==> src/rtl/exc_ret_pkg.sv <==
package exc_ret_pkg;
  localparam int unsigned DATA_W    = 32;
  localparam int unsigned LEVEL_W   = 10;
  localparam int unsigned KEEP_W    = 2;
  localparam int unsigned GAP_W     = 2;
  localparam int unsigned USER_BIT  = 6;
  localparam int unsigned PEND_BIT  = 7;
  localparam int unsigned RETRY_BIT = 8;
  localparam int unsigned MODE_BIT  = 30;

  typedef enum logic {RET_EXC = 1'b0, RET_NMI = 1'b1} ret_kind_e;
endpackage

==> src/rtl/ers_stack_shift.sv <==
module ers_stack_shift #(
  parameter int unsigned W      = 32,
  parameter int unsigned LVL    = 10,
  parameter int unsigned KEEP   = 2,
  parameter int unsigned GAP    = 2,
  parameter int unsigned U_POS  = 6
) (
  input  logic [W-1:0] word_i,
  output logic [W-1:0] word_o,
  output logic         user_o
);
  localparam int unsigned FIELD_W = W - KEEP - GAP;
  localparam int unsigned MOVED_W = FIELD_W - LVL;

  for (genvar i = 0; i < W; i++) begin : g_bit
    if (i >= W - KEEP) begin : g_keep
      assign word_o[i] = word_i[i];
    end else if (i < MOVED_W) begin : g_move
      assign word_o[i] = word_i[i + LVL];
    end else begin : g_clear
      assign word_o[i] = 1'b0;
    end
  end

  assign user_o = word_o[U_POS];
endmodule

==> src/rtl/ers_flag_fix.sv <==
module ers_flag_fix #(
  parameter int unsigned W     = 32,
  parameter int unsigned P_POS = 7,
  parameter int unsigned M_POS = 30
) (
  input  logic [W-1:0]          shifted_i,
  input  logic                  retry_pre_i,
  input  exc_ret_pkg::ret_kind_e kind_i,
  output logic [W-1:0]          fixed_o
);
  function automatic logic [W-1:0] fix_flags(input logic [W-1:0] s,
                                             input logic retry,
                                             input logic nmi);
    logic [W-1:0] r;
    r = s;
    if (!retry) r[P_POS] = 1'b1;
    if (nmi)    r[M_POS] = 1'b1;
    return r;
  endfunction

  assign fixed_o = fix_flags(shifted_i, retry_pre_i, kind_i == exc_ret_pkg::RET_NMI);
endmodule

==> src/rtl/ers_sp_swap.sv <==
module ers_sp_swap #(
  parameter int unsigned W = 32
) (
  input  logic         clk,
  input  logic         rst_n,
  input  logic         load_i,
  input  logic         user_i,
  input  logic [W-1:0] sp_i,
  input  logic [W-1:0] usp_i,
  output logic [W-1:0] sp_o,
  output logic [W-1:0] ksp_o,
  output logic         swap_o
);
  logic swap_now;
  assign swap_now = load_i && user_i;

  always_ff @(posedge clk) begin
    if (!rst_n) begin
      sp_o   <= '0;
      ksp_o  <= '0;
      swap_o <= 1'b0;
    end else begin
      swap_o <= swap_now;
      if (load_i) sp_o <= user_i ? usp_i : sp_i;
      if (swap_now) ksp_o <= sp_i;
    end
  end

  p_swap_ptrs_r3: assert property (@(posedge clk) disable iff (!rst_n)
    (load_i && user_i) |=> (sp_o == $past(usp_i)) && (ksp_o == $past(sp_i)) && swap_o);

  p_keep_ksp_r4: assert property (@(posedge clk) disable iff (!rst_n)
    (load_i && !user_i) |=> $stable(ksp_o) && (sp_o == $past(sp_i)) && !swap_o);
endmodule

==> src/rtl/exc_return_shifter.sv <==
module exc_return_shifter #(
  parameter int unsigned DATA_W    = exc_ret_pkg::DATA_W,
  parameter int unsigned LEVEL_W   = exc_ret_pkg::LEVEL_W,
  parameter int unsigned KEEP_W    = exc_ret_pkg::KEEP_W,
  parameter int unsigned GAP_W     = exc_ret_pkg::GAP_W,
  parameter int unsigned USER_BIT  = exc_ret_pkg::USER_BIT,
  parameter int unsigned PEND_BIT  = exc_ret_pkg::PEND_BIT,
  parameter int unsigned RETRY_BIT = exc_ret_pkg::RETRY_BIT,
  parameter int unsigned MODE_BIT  = exc_ret_pkg::MODE_BIT
) (
  input  logic              clk,
  input  logic              rst_n,
  input  logic              ret_valid,
  input  logic              ret_is_nmi,
  input  logic [DATA_W-1:0] status_in,
  input  logic [DATA_W-1:0] sp_in,
  input  logic [DATA_W-1:0] usp_in,
  output logic [DATA_W-1:0] status_out,
  output logic [DATA_W-1:0] sp_out,
  output logic [DATA_W-1:0] ksp_out,
  output logic              sp_swap,
  output logic              done
);
  localparam int unsigned GAP_LO = DATA_W - KEEP_W - GAP_W - LEVEL_W;
  localparam int unsigned GAP_HI = DATA_W - KEEP_W - 1;

  logic [DATA_W-1:0]      shifted_w;
  logic [DATA_W-1:0]      fixed_w;
  logic                   retry_pre_w;
  logic                   user_post_w;
  exc_ret_pkg::ret_kind_e kind_w;
  logic [DATA_W-1:0]      status_q;
  logic                   done_q;

  assign retry_pre_w = status_in[RETRY_BIT];
  assign kind_w      = ret_is_nmi ? exc_ret_pkg::RET_NMI : exc_ret_pkg::RET_EXC;

  ers_stack_shift #(
    .W(DATA_W), .LVL(LEVEL_W), .KEEP(KEEP_W), .GAP(GAP_W), .U_POS(USER_BIT)
  ) u_shift (
    .word_i (status_in),
    .word_o (shifted_w),
    .user_o (user_post_w)
  );

  ers_flag_fix #(
    .W(DATA_W), .P_POS(PEND_BIT), .M_POS(MODE_BIT)
  ) u_fix (
    .shifted_i   (shifted_w),
    .retry_pre_i (retry_pre_w),
    .kind_i      (kind_w),
    .fixed_o     (fixed_w)
  );

  ers_sp_swap #(.W(DATA_W)) u_sp (
    .clk    (clk),
    .rst_n  (rst_n),
    .load_i (ret_valid),
    .user_i (user_post_w),
    .sp_i   (sp_in),
    .usp_i  (usp_in),
    .sp_o   (sp_out),
    .ksp_o  (ksp_out),
    .swap_o (sp_swap)
  );

  always_ff @(posedge clk) begin
    if (!rst_n) begin
      status_q <= '0;
      done_q   <= 1'b0;
    end else begin
      done_q <= ret_valid;
      if (ret_valid) status_q <= fixed_w;
    end
  end

  assign status_out = status_q;
  assign done       = done_q;

  // one result pulse per strobe, none otherwise
  p_done_pulse_r8: assert property (@(posedge clk) disable iff (!rst_n)
    ret_valid |=> done);
  p_done_idle_r8: assert property (@(posedge clk) disable iff (!rst_n)
    !ret_valid |=> !done && !sp_swap && $stable(status_out));

  p_top_bit_r1: assert property (@(posedge clk) disable iff (!rst_n)
    ret_valid |=> status_out[DATA_W-1] == $past(status_in[DATA_W-1]));

  p_gap_zero_r2: assert property (@(posedge clk) disable iff (!rst_n)
    ret_valid |=> status_out[GAP_HI:GAP_LO] == '0);

  p_pend_set_r5: assert property (@(posedge clk) disable iff (!rst_n)
    (ret_valid && !status_in[RETRY_BIT]) |=> status_out[PEND_BIT]);

  p_mode_nmi_r6: assert property (@(posedge clk) disable iff (!rst_n)
    (ret_valid && ret_is_nmi) |=> status_out[MODE_BIT]);

  p_mode_exc_r7: assert property (@(posedge clk) disable iff (!rst_n)
    (ret_valid && !ret_is_nmi) |=> status_out[MODE_BIT] == $past(status_in[MODE_BIT]));
endmodule

==> config.mk <==
export PLATFORM = sky130hd
export DESIGN_NAME = exc_return_shifter
export DESIGN_NICKNAME = d
export VERILOG_FILES = /design/src/rtl/exc_ret_pkg.sv /design/src/rtl/ers_stack_shift.sv /design/src/rtl/ers_flag_fix.sv /design/src/rtl/ers_sp_swap.sv /design/src/rtl/exc_return_shifter.sv
export SDC_FILE = /design/constraint.sdc
export NUM_CORES = 1
export LEC_CHECK = 0
export ABC_CLOCK_PERIOD_IN_PS = 1770
export BUFFER_PORTS_ARGS = -buffer_cell sky130_fd_sc_hd__buf_2
export CORE_ASPECT_RATIO = 0.75
export CORE_MARGIN = 5
export CORE_UTILIZATION = 48
export DETAILED_ROUTE_END_ITERATION = 16
export PLACE_DENSITY_LB_ADDON = 0.3
export SLEW_MARGIN = 10
export SYNTH_ARGS = -nofsm -noshare
export SYNTH_HDL_FRONTEND = slang
export SYNTH_SLANG_ARGS = --single-unit
==> constraint.sdc <==
create_clock -name clk -period 1.77 [get_ports clk]
set_input_delay 0.0885 -clock clk [delete_from_list [all_inputs] [get_ports clk]]
set_output_delay 0.0885 -clock clk [all_outputs]
set_load 0.01 [all_outputs]
== Word-level counts from Yosys, hierarchy flattened ==
Cells that the tools add are included.
Word-level totals
  bits in registers: 86
  output and inout port bits: 98
  word-level logic and storage cells: 10
Cells by class
  multiplexer cells: 4
  reductions and logical operators: 1
Operator list (number)
  $mux W32: 1
  $mux W1: 3
  $logic_and A1 B1 Y1: 1

== Longest topological paths before layout ==
Gate-level depths: netlist (run 1).
  depth in word-level cells: 2
  gate-level depth with buffers: 5
  gate-level depth less buffers: 2

== Cells and area by module ==
A second synthesis (run 1) with hierarchy kept.
Unflattened totals
  cell total of the unflattened synthesis: 461
  area, all modules: 4601.9 um^2
By module, submodules not included
  ers_sp_swap: instances 1, cells each 290, area an instance 2842.7 um^2
  exc_return_shifter: instances 1, cells each 105, area an instance 1270.0 um^2
  ers_stack_shift: instances 1, cells each 34, area an instance 251.5 um^2
  ers_flag_fix: instances 1, cells each 32, area an instance 237.7 um^2

== Worst setup path before layout (run 1) ==
Ideal clock, no wire load.
  path type: in2reg
  from: input port ret_valid
  to: register u_sp.ksp_o[12]
  data arrival time: 0.739 ns
  required time: 1.655 ns
  setup slack: 0.916 ns
  stages on the path: 5
  cell sequence: buf_6 buf_8 buf_6 and3_1 o21a_1
Between the ends
  word-level cells in the longest chain between the ends: 1
Ends and longest elaborated chain
  start: declaration: line exc_return_shifter.sv:13  | input logic ret_valid,
  $logic_and A1 B1 Y1: line ers_sp_swap.sv:15  | assign swap_now = load_i && user_i;
  end signal: assignment: line ers_sp_swap.sv:25  | if (swap_now) ksp_o <= sp_i;
  end: declaration: line ers_sp_swap.sv:11  | output logic [W-1:0] ksp_o,
Every way passes these cells.
A chain may end at the register's enable or synchronous reset.

==> impl_metrics.yaml, run 1 <==
flow_run:
  cap_viol_max_count: 0
detailed_routing:
  drc_errors: 0
  wirelength_um: 9282
  vias: 3203
  drtAntennaViolNets: 0
  drt_pass1_iterations: 4
  via_per_inst: 4.989
  drt-initial-drc-count: 135
  post_drt_wl_per_cell_um: 14.46
logic_synthesis:
  yosysWarnings: 0
  yosysMostFrequentCell: "dfxtp_1"
  yosys_most_used_dff: "dfxtp_1"
  ys_ff_latch: 86
  syn_area_sq_um: 3709
  synthTopCellsByArea: "dfxtp_1 (46%), mux2i_1 (13%), a21boi_0 (6.5%)"
  synthCells: 372
  yosys.area.top_type_share: 0.4642
  synthTopCellsByCount: "dfxtp_1 (86), mux2i_1 (50), o21ai_0 (34)"
  ys_seq_area_frac: 0.4642
  yosysTopAreaCell: "dfxtp_1"
  ys_types: 20
  async_reset_ff_frac: 0
  syn_avg_cell_area_sq_um: 9.969
  synth_edf_count: 0
final_layout:
  fillers: 635
  nNetsFinal: 636
  final_layout_size_suffix_gt1_frac: 0.3604
  syn_to_final_growth_pct: 29.99
  n_antenna_cell: 0
die:
  die_area_sq_um: 9602
  die_y_um: 86.12
  dieWidth_um: 111.5
  core_area_sq_um: 7432
  initial_core_util: 0.4990
  std_cell_rows: 27
  ioPinCount: 198
sta:
  worst-slew-pin-transition_ns: 0.5404
  slew_headroom: 0.6397
  hold_viol: 0
  fin_crit_ns: 1.214
  min_period_over_period: 0.6861
  whs_ns: 0.01761
  finalClockSkew_ns: 0
  setup_viol_count_final: 0
  fin_setup_tns_ns: 0
  slew_viol_final: 0
  rsz0062_at_grt: "no"
  fmax_ghz: 0.8235
global_routing:
  grt_max_degree: 87
  antenna_found_initial: 0
  global_route.usage.total: 0.1861
  grt_overflow: 0
  grt_pass1_wl_um: 14880
  grt_pass1_vias: 3117
worst_setup_path:
  startpoint_type: "register"
  reg2regPathDepth: 3
  cp.arrival_ns: 1.45
  criticalPathCategory: "register to register"
  endpoint_kind: "register"
  critPathMaxFanout: 2
  required_ns: 2.01
cts:
  cts_hold_buf: 11
  clock-sinks: 86
  cts_max_level: 3
  cts_buffer_depth: 2
  post-cts-setup-buffer-count: 0
  cts_tree: "built"
  clkSlewWorstSetupHoldPaths_ns: 0.09
  post_cts_resized: 0
  clk_latency_ns: 0.33
  cts_root_buf: "clkbuf_8"
  cts_buffers: 9
worst_hold_path:
  min_path_cells: 3
  min_path_type: "input port to register"
placement:
  post-dp-hpwl_um: 6440
  portBuffers: 174
  place_congestion: 0.7763
power_and_ir_drop:
  power.density_nw_per_um2: 865.9
  ir_worst_vdd_mv: 0.6593
  p_leak_uw: 0.002473
outcome:
  status: "finished, final reports clean"
[cells by family after synthesis]
kind of cell    share of synthesized area
flops                              0.4642
simple gates                      0.08873
mux                                0.1350
other cells                      0.001011
compound gates                     0.2217
buf+inv                           0.08940
[metrics by stage]
step	area (sq um)	power [uW]	setup slack [ns]	std cells	utilization
2_1_floorplan	3750	2545	0.9164	383	-
3_3_place_gp	4499	2765	0.5426	614	0.6054
3_5_place_dp	4499	2787	0.5098	614	0.6054
4_1_cts	4811	4221	0.5796	641	0.6473
5_1_grt	4821	4393	0.4905	642	0.6487
6_report	4821	4175	0.5557	642	0.6487
[registers in the layout, indices dropped and copies added (netlist names)]
register / count
done: 1
u_sp.sp_o: 32
u_sp.swap_o: 1
u_sp.ksp_o: 32
status_out: 20
[worst max-delay path, stage by stage, from the launching register on]
cell           delay (ns)
dfxtp_1              0.32
o21ai_0              0.16
a31oi_1              0.07
dlygate4sd3_1        0.57
[per-layer routing]
layer	GRT usage	part of all wire
met2	0.3169	0.48
met1	0.2179	0.41
met4	0.05746	0.014
met3	0.07334	0.094
met5	0	0
[final cells by class]
| cell class | instances | area [sq um] | area share |
|---|---|---|---|
| clock buffer | 9 | 123.9 | 0.02569 |
| clock inverter | 7 | 77.57 | 0.01609 |
| inverter | 1 | 3.754 | 0.0007786 |
| multi-input combinational | 247 | 1697 | 0.3519 |
| sequential | 86 | 1722 | 0.3571 |
| tap | 101 | 126.4 | 0.02621 |
| timing repair buffer | 191 | 1071 | 0.2222 |
[final timing paths]
kind,startpoint,endpoint,slack (ns)
setup / recovery,status_out[7]$_SDFFE_PN0P_,status_out[7]$_SDFFE_PN0P_,0.56
setup reg to reg,status_out[7]$_SDFFE_PN0P_,status_out[7]$_SDFFE_PN0P_,0.56
hold reg to reg,status_out[2]$_SDFFE_PN0P_,status_out[2]$_SDFFE_PN0P_,0.52
hold / removal,status_in[26],status_out[16]$_SDFFE_PN0P_,0.02
[cells in the final DEF (no fill, tap or decap), drive strengths merged]
cell type	netlist	routed
a21boi	32	32
a21oi	33	33
a31oi	1	1
and2	1	1
and3	33	33
buf	36	179
bufinv	0	1
clkbuf	13	9
clkinv	0	1
clkinvlp	0	1
conb	1	12
dfxtp	86	86
dlygate4sd3	0	12
inv	1	5
mux2i	50	50
nor2	1	1
nor2b	18	18
o21a	32	32
o21ai	34	34
[power by group]
group / switching, uW / total [uW] / internal (uW)
Combinational: 342 / 659 / 317
Sequential: 51.3 / 2100 / 2050
Clock: 742 / 1410 / 671
No activity file was read; power rests on OpenSTA's default activity.
==> run 2, diff against run 1 <==
- ABC_CLOCK_PERIOD_IN_PS: 1770 -> 1100
- CORE_UTILIZATION: 48 -> 41
- clock period: 1.77 -> 1.1 ns (I/O delays scaled with it)
==> impl_metrics.yaml, run 2 (synthesis gave the netlist of run 1 again) <==
sta:
  slew_viol_final: 0
  setup_viol_count_final: 0
  min_period_over_period: 0.7978
  hold_viol: 0
  rsz0062_at_grt: "no"
  fin_crit_ns: 0.8775
  fmax_ghz: 1.140
  finalClockSkew_ns: 0
  setup_ws_ns: 0.2225
  fin_setup_tns_ns: 0
worst_setup_path:
  criticalPathCategory: "register to primary output"
  cp.arrival_ns: 0.82
  slowest_delay_ns: 0.34
  worstPathCellList: "buf_2"
  required_ns: 1.04
  startpoint_type: "register"
  path_delay_family: "flip-flops"
  critPathMaxFanout: 2
  slowest_stage: "dfxtp_1"
  endpoint_kind: "primary output"
  critPathBufInv: 1
worst_hold_path:
  min_path_type: "input port to register"
power_and_ir_drop:
  p_leak_uw: 0.002593
  ir_worst_vdd_mv: 1.090
  power.density_nw_per_um2: 1484
placement:
  post-dp-hpwl_um: 6689
  place_congestion: 0.7983
  dpl_cell_area_sq_um: 4588
  portBuffers: 174
  place_ws_ns: 0.1544
detailed_routing:
  drt_pass1_iterations: 4
  drt-initial-drc-count: 110
  via_per_inst: 4.859
  post_drt_wl_per_cell_um: 14.41
  vias: 3246
  drc_errors: 0
  wirelength_um: 9628
  drtAntennaViolNets: 0
global_routing:
  antenna_found_initial: 0
  grt_pass1_wl_um: 15510
  global_route.usage.total: 0.1723
  grt_max_degree: 56
  grt_pass1_vias: 3095
  grt_overflow: 0
die:
  die_y_um: 92.37
  initial_core_util: 0.4151
  die_area_sq_um: 11070
  std_cell_rows: 30
  ioPinCount: 198
  dieWidth_um: 119.8
  core_area_sq_um: 8934
cts:
  cts_root_buf: "clkbuf_16"
  cts_tree: "built"
  post_cts_resized: 0
  clk_latency_ns: 0.33
  cts_max_level: 3
  clkSlewWorstSetupHoldPaths_ns: 0.07
  cts_buffer_depth: 2
  cts_buffers: 9
  clock-sinks: 86
final_layout:
  syn_to_final_growth_pct: 37.89
  final_cell_mix: "buf_2 (172), dfxtp_1 (86), mux2i_1 (50)"
  nNetsFinal: 651
  fin_area_sq_um: 5114
  n_antenna_cell: 0
  final_layout_size_suffix_gt1_frac: 0.3597
  mostFrequentLayoutCell: "buf_2"
outcome:
  status: "finished, final reports clean"
flow_run:
  cap_viol_max_count: 0
run 2: cell count changes in the layout (fill, tap and decap cells not counted), sizes merged:
| cell | previous run | this run |
|---|---|---|
| clkinv | 1 | 2 |
| buf | 179 | 184 |
| clkinvlp | 1 | 2 |
| dlygate4sd3 | 12 | 22 |
| inv | 5 | 3 |
run 2: through the flow:
step,instances,total power [uW],util,hold slack [ns]
floorplan,383,4096,-,0.1654
global placement,630,4490,0.5136,0.2522
detailed placement,630,4520,0.5136,0.2587
CTS,668,7693,0.5724,0.001471
global route,668,7956,0.5724,0.02230
finish,668,7587,0.5724,0.007889
run 2: cell type report:
type | count | area (sq um)
clock buffer | 9 | 225.2
clock inverter | 7 | 80.08
fill | 801 | 3820
inverter | 1 | 3.754
multi-input combinational | 247 | 1697
sequential | 86 | 1722
tap | 112 | 140.1
timing repair buffer | 206 | 1246
run 2: final timing paths:
kind / from / to / slack (ns) / cells after the start
hold reg to reg: status_out[5]$_SDFFE_PN0P_ / status_out[5]$_SDFFE_PN0P_ / 0.52 / 2
setup / recovery: status_out[17]$_SDFFE_PN0P_ / status_out[17] / 0.22 / 1
setup reg to reg: u_sp.ksp_o[8]$_SDFFE_PN0P_ / u_sp.ksp_o[8]$_SDFFE_PN0P_ / 0.39 / 2
hold / removal: ret_is_nmi / status_out[30]$_SDFFE_PN0P_ / 0.008 / 3
run 2: power breakdown:
part           switching (uW)  leakage, uW  internal, uW  total (uW)
Clock                    1300     0.000143          1780        3080
Combinational             564      0.00174           559        1120
Sequential               82.2     0.000710          3300        3390
run 2: repair_timing:
item                                    4_1_cts  5_1_grt
hold buffers                                 22        0
setup buffers                                 0        0
endpoints found under the setup margin        0        0
hold endpoints to repair                     21        0
run 2: tightest hold or removal path, cell delays in order:
cell	delay (ns)
buf_2	0.07
nor2_1	0.03
a21oi_1	0.13
run 2: per-layer routing:
layer  track usage  vias up  routed length, um  share of wire
met2        0.2617      114               4260           0.44
li1              -     1648                  -              -
met1        0.2224     1473               4356           0.45
met5             0        -                  0              0
met4       0.05052        0                119          0.012
met3       0.07570       11                892          0.093
==> run 3, diff against run 2 <==
- ABC_CLOCK_PERIOD_IN_PS: 1100 -> 800
- clock period: 1.1 -> 0.8 ns (I/O delays scaled with it)
==> impl_metrics.yaml, run 3 (synthesis gave the netlist of run 1 again) <==
sta:
  finalClockSkew_ns: 0
  hold_viol: 0
  setup_ws_ns: -0.02041
  fmax_ghz: 1.219
  fin_crit_ns: 0.8204
  rsz0062_at_grt: "yes"
  slew_viol_final: 0
  setup_viol_count_final: 81
  min_period_over_period: 1.026
placement:
  dpl_cell_area_sq_um: 4638
  post-dp-hpwl_um: 6790
  place_congestion: 0.7840
  portBuffers: 174
die:
  dieWidth_um: 119.8
  core_area_sq_um: 8934
  ioPinCount: 198
  std_cell_rows: 30
  initial_core_util: 0.4151
  die_y_um: 92.37
  die_area_sq_um: 11070
power_and_ir_drop:
  ir_worst_vdd_mv: 1.308
  p_sw_uw: 2698
  p_sw_frac: 0.2406
  pwr-share-seq: 0.426
  power.density_nw_per_um2: 1881
  p_int_uw: 8516
  power_frac_clock: 0.402
  pwr-share-comb: 0.172
  p_total_uw: 11210
  p_leak_uw: 0.002807
global_routing:
  grt_max_degree: 53
  antenna_found_initial: 0
  grt_pass1_vias: 3527
  grt_pass1_wl_um: 17480
  global_route.usage.total: 0.1939
  grt_overflow: 0
detailed_routing:
  via_per_inst: 5.006
  wirelength_um: 10780
  drt_pass1_iterations: 4
  drc_errors: 0
  drt-initial-drc-count: 161
  post_drt_wl_per_cell_um: 15.67
  vias: 3444
  drtAntennaViolNets: 0
cts:
  cts_max_level: 3
  clock-sinks: 86
  cts_tree: "built"
  cts_buffer_depth: 2
  cts_root_buf: "clkbuf_16"
  cts_buffers: 9
  clkSlewWorstSetupHoldPaths_ns: 0.07
  clk_latency_ns: 0.33
worst_hold_path:
  hp-start: "usp_in[27]"
  min_path_type: "input port to register"
final_layout:
  syn_to_final_growth_pct: 60.73
  fin_area_sq_um: 5961
  fillers: 664
  fin_util: 0.6672
  final_layout_size_suffix_gt1_frac: 0.5061
  nNetsFinal: 670
  mostFrequentLayoutCell: "buf_2"
  final_cell_mix: "buf_2 (85), buf_6 (84), dfxtp_2 (84)"
worst_setup_path:
  reg2regPathDepth: 2
  required_ns: 0.76
  cp.arrival_ns: 0.78
  r2r_end: "u_sp.ksp_o[11]$_SDFFE_PN0P_"
  worstSetupEndpoint: "ksp_out[27]"
  path_delay_family: "flip-flops"
  critPathBufInv: 1
  critical_path_depth: 1
  startpoint: "u_sp.ksp_o[27]$_SDFFE_PN0P_"
  worstPathCellList: "buf_6"
  startpoint_type: "register"
  criticalPathCategory: "register to primary output"
  critPathMaxFanout: 2
  r2r_slack_ns: 0.05
  endpoint_kind: "primary output"
  slowest_stage: "dfxtp_2"
  timing.rr.start: "u_sp.ksp_o[11]$_SDFFE_PN0P_"
  slowest_delay_ns: 0.33
outcome:
  status: "complete, but fails checks"
  violations: "negative setup slack"
flow_run:
  cap_viol_max_count: 0
[run 3: cell count changes in the layout (fill, tap and decap cells not counted), moves of 2 or more]
cell / before / now
buf_6: 0 / 84
and3_1: 33 / 31
and3_4: 0 / 2
dlygate4sd3_1: 22 / 36
buf_2: 172 / 85
clkinv_4: 2 / 0
dfxtp_2: 0 / 84
clkinv_2: 0 / 2
buf_4: 6 / 14
dfxtp_1: 86 / 2
inv_6: 2 / 0
[run 3: stage by stage]
step | hold WS, ns | setup slack (ns) | instances | setup TNS, ns
global route | 0.01634 | -0.06053 | 687 | -3.442
global placement | 0.2352 | -0.09184 | 636 | -2.271
detailed placement | 0.2432 | -0.1082 | 636 | -2.819
CTS | 0.0005862 | -0.03739 | 689 | -2.186
finish | 0.007076 | -0.02041 | 688 | -0.7886
floorplan | 0.1504 | -0.003150 | 383 | -0.02822
[run 3: per-layer routing]
metal  share of wire  wire [um]  vias to the layer above  track usage
met5               0          0                        -            0
li1                -          -                     1684            -
met4           0.014        150                        0      0.06673
met2            0.48       5214                      118       0.3261
met3           0.067        720                       13      0.06410
met1            0.44       4694                     1629       0.2338
[run 3: worst min-delay path by stage]
| stage | end | slack (ns) | depth (start not counted) |
|---|---|---|---|
| floorplan | status_out[7]$_SDFFE_PN0P_ | 0.15 | 1 |
| global placement | status_out[7]$_SDFFE_PN0P_ | 0.24 | 2 |
| detailed placement | status_out[7]$_SDFFE_PN0P_ | 0.24 | 2 |
| CTS | u_sp.sp_o[8]$_SDFFE_PN0P_ | 0.0006 | 3 |
| global route | u_sp.sp_o[8]$_SDFFE_PN0P_ | 0.02 | 3 |
| finish | u_sp.sp_o[27]$_SDFFE_PN0P_ | 0.007 | 3 |
[run 3: timing repair]
item | 4_1_cts | 5_1_grt
hold buffers | 36 | 0
endpoints found under the hold margin | 30 | 0
cloned | 0 | 0
setup buffers | 1 | 1
resized for setup | 163 | 7
endpoints found under the setup margin | 86 | 91
[run 3: power by group through the flow]
stage / registers, uW / clock network (uW) / logic, uW
after global placement: 4740 / 0 / 1460
after detailed placement: 4750 / 0 / 1490
final: 4780 / 4510 / 1930
after global routing: 4810 / 4760 / 2090
after floorplan: 4870 / 0 / 763
after CTS: 4770 / 4570 / 1900
[run 3: layout make-up]
cell class                      instances  area [sq um]  area share
Multi-Input combinational cell        247          1707      0.2863
Timing Repair Buffer                  225          1957      0.3283
Tap cell                              112         140.1     0.02351
Clock buffer                           10         239.0     0.04009
Sequential cell                        86          1827      0.3065
Inverter                                1         3.754   0.0006297
Antenna cell                            1         2.502   0.0004198
Clock inverter                          6         85.08     0.01427
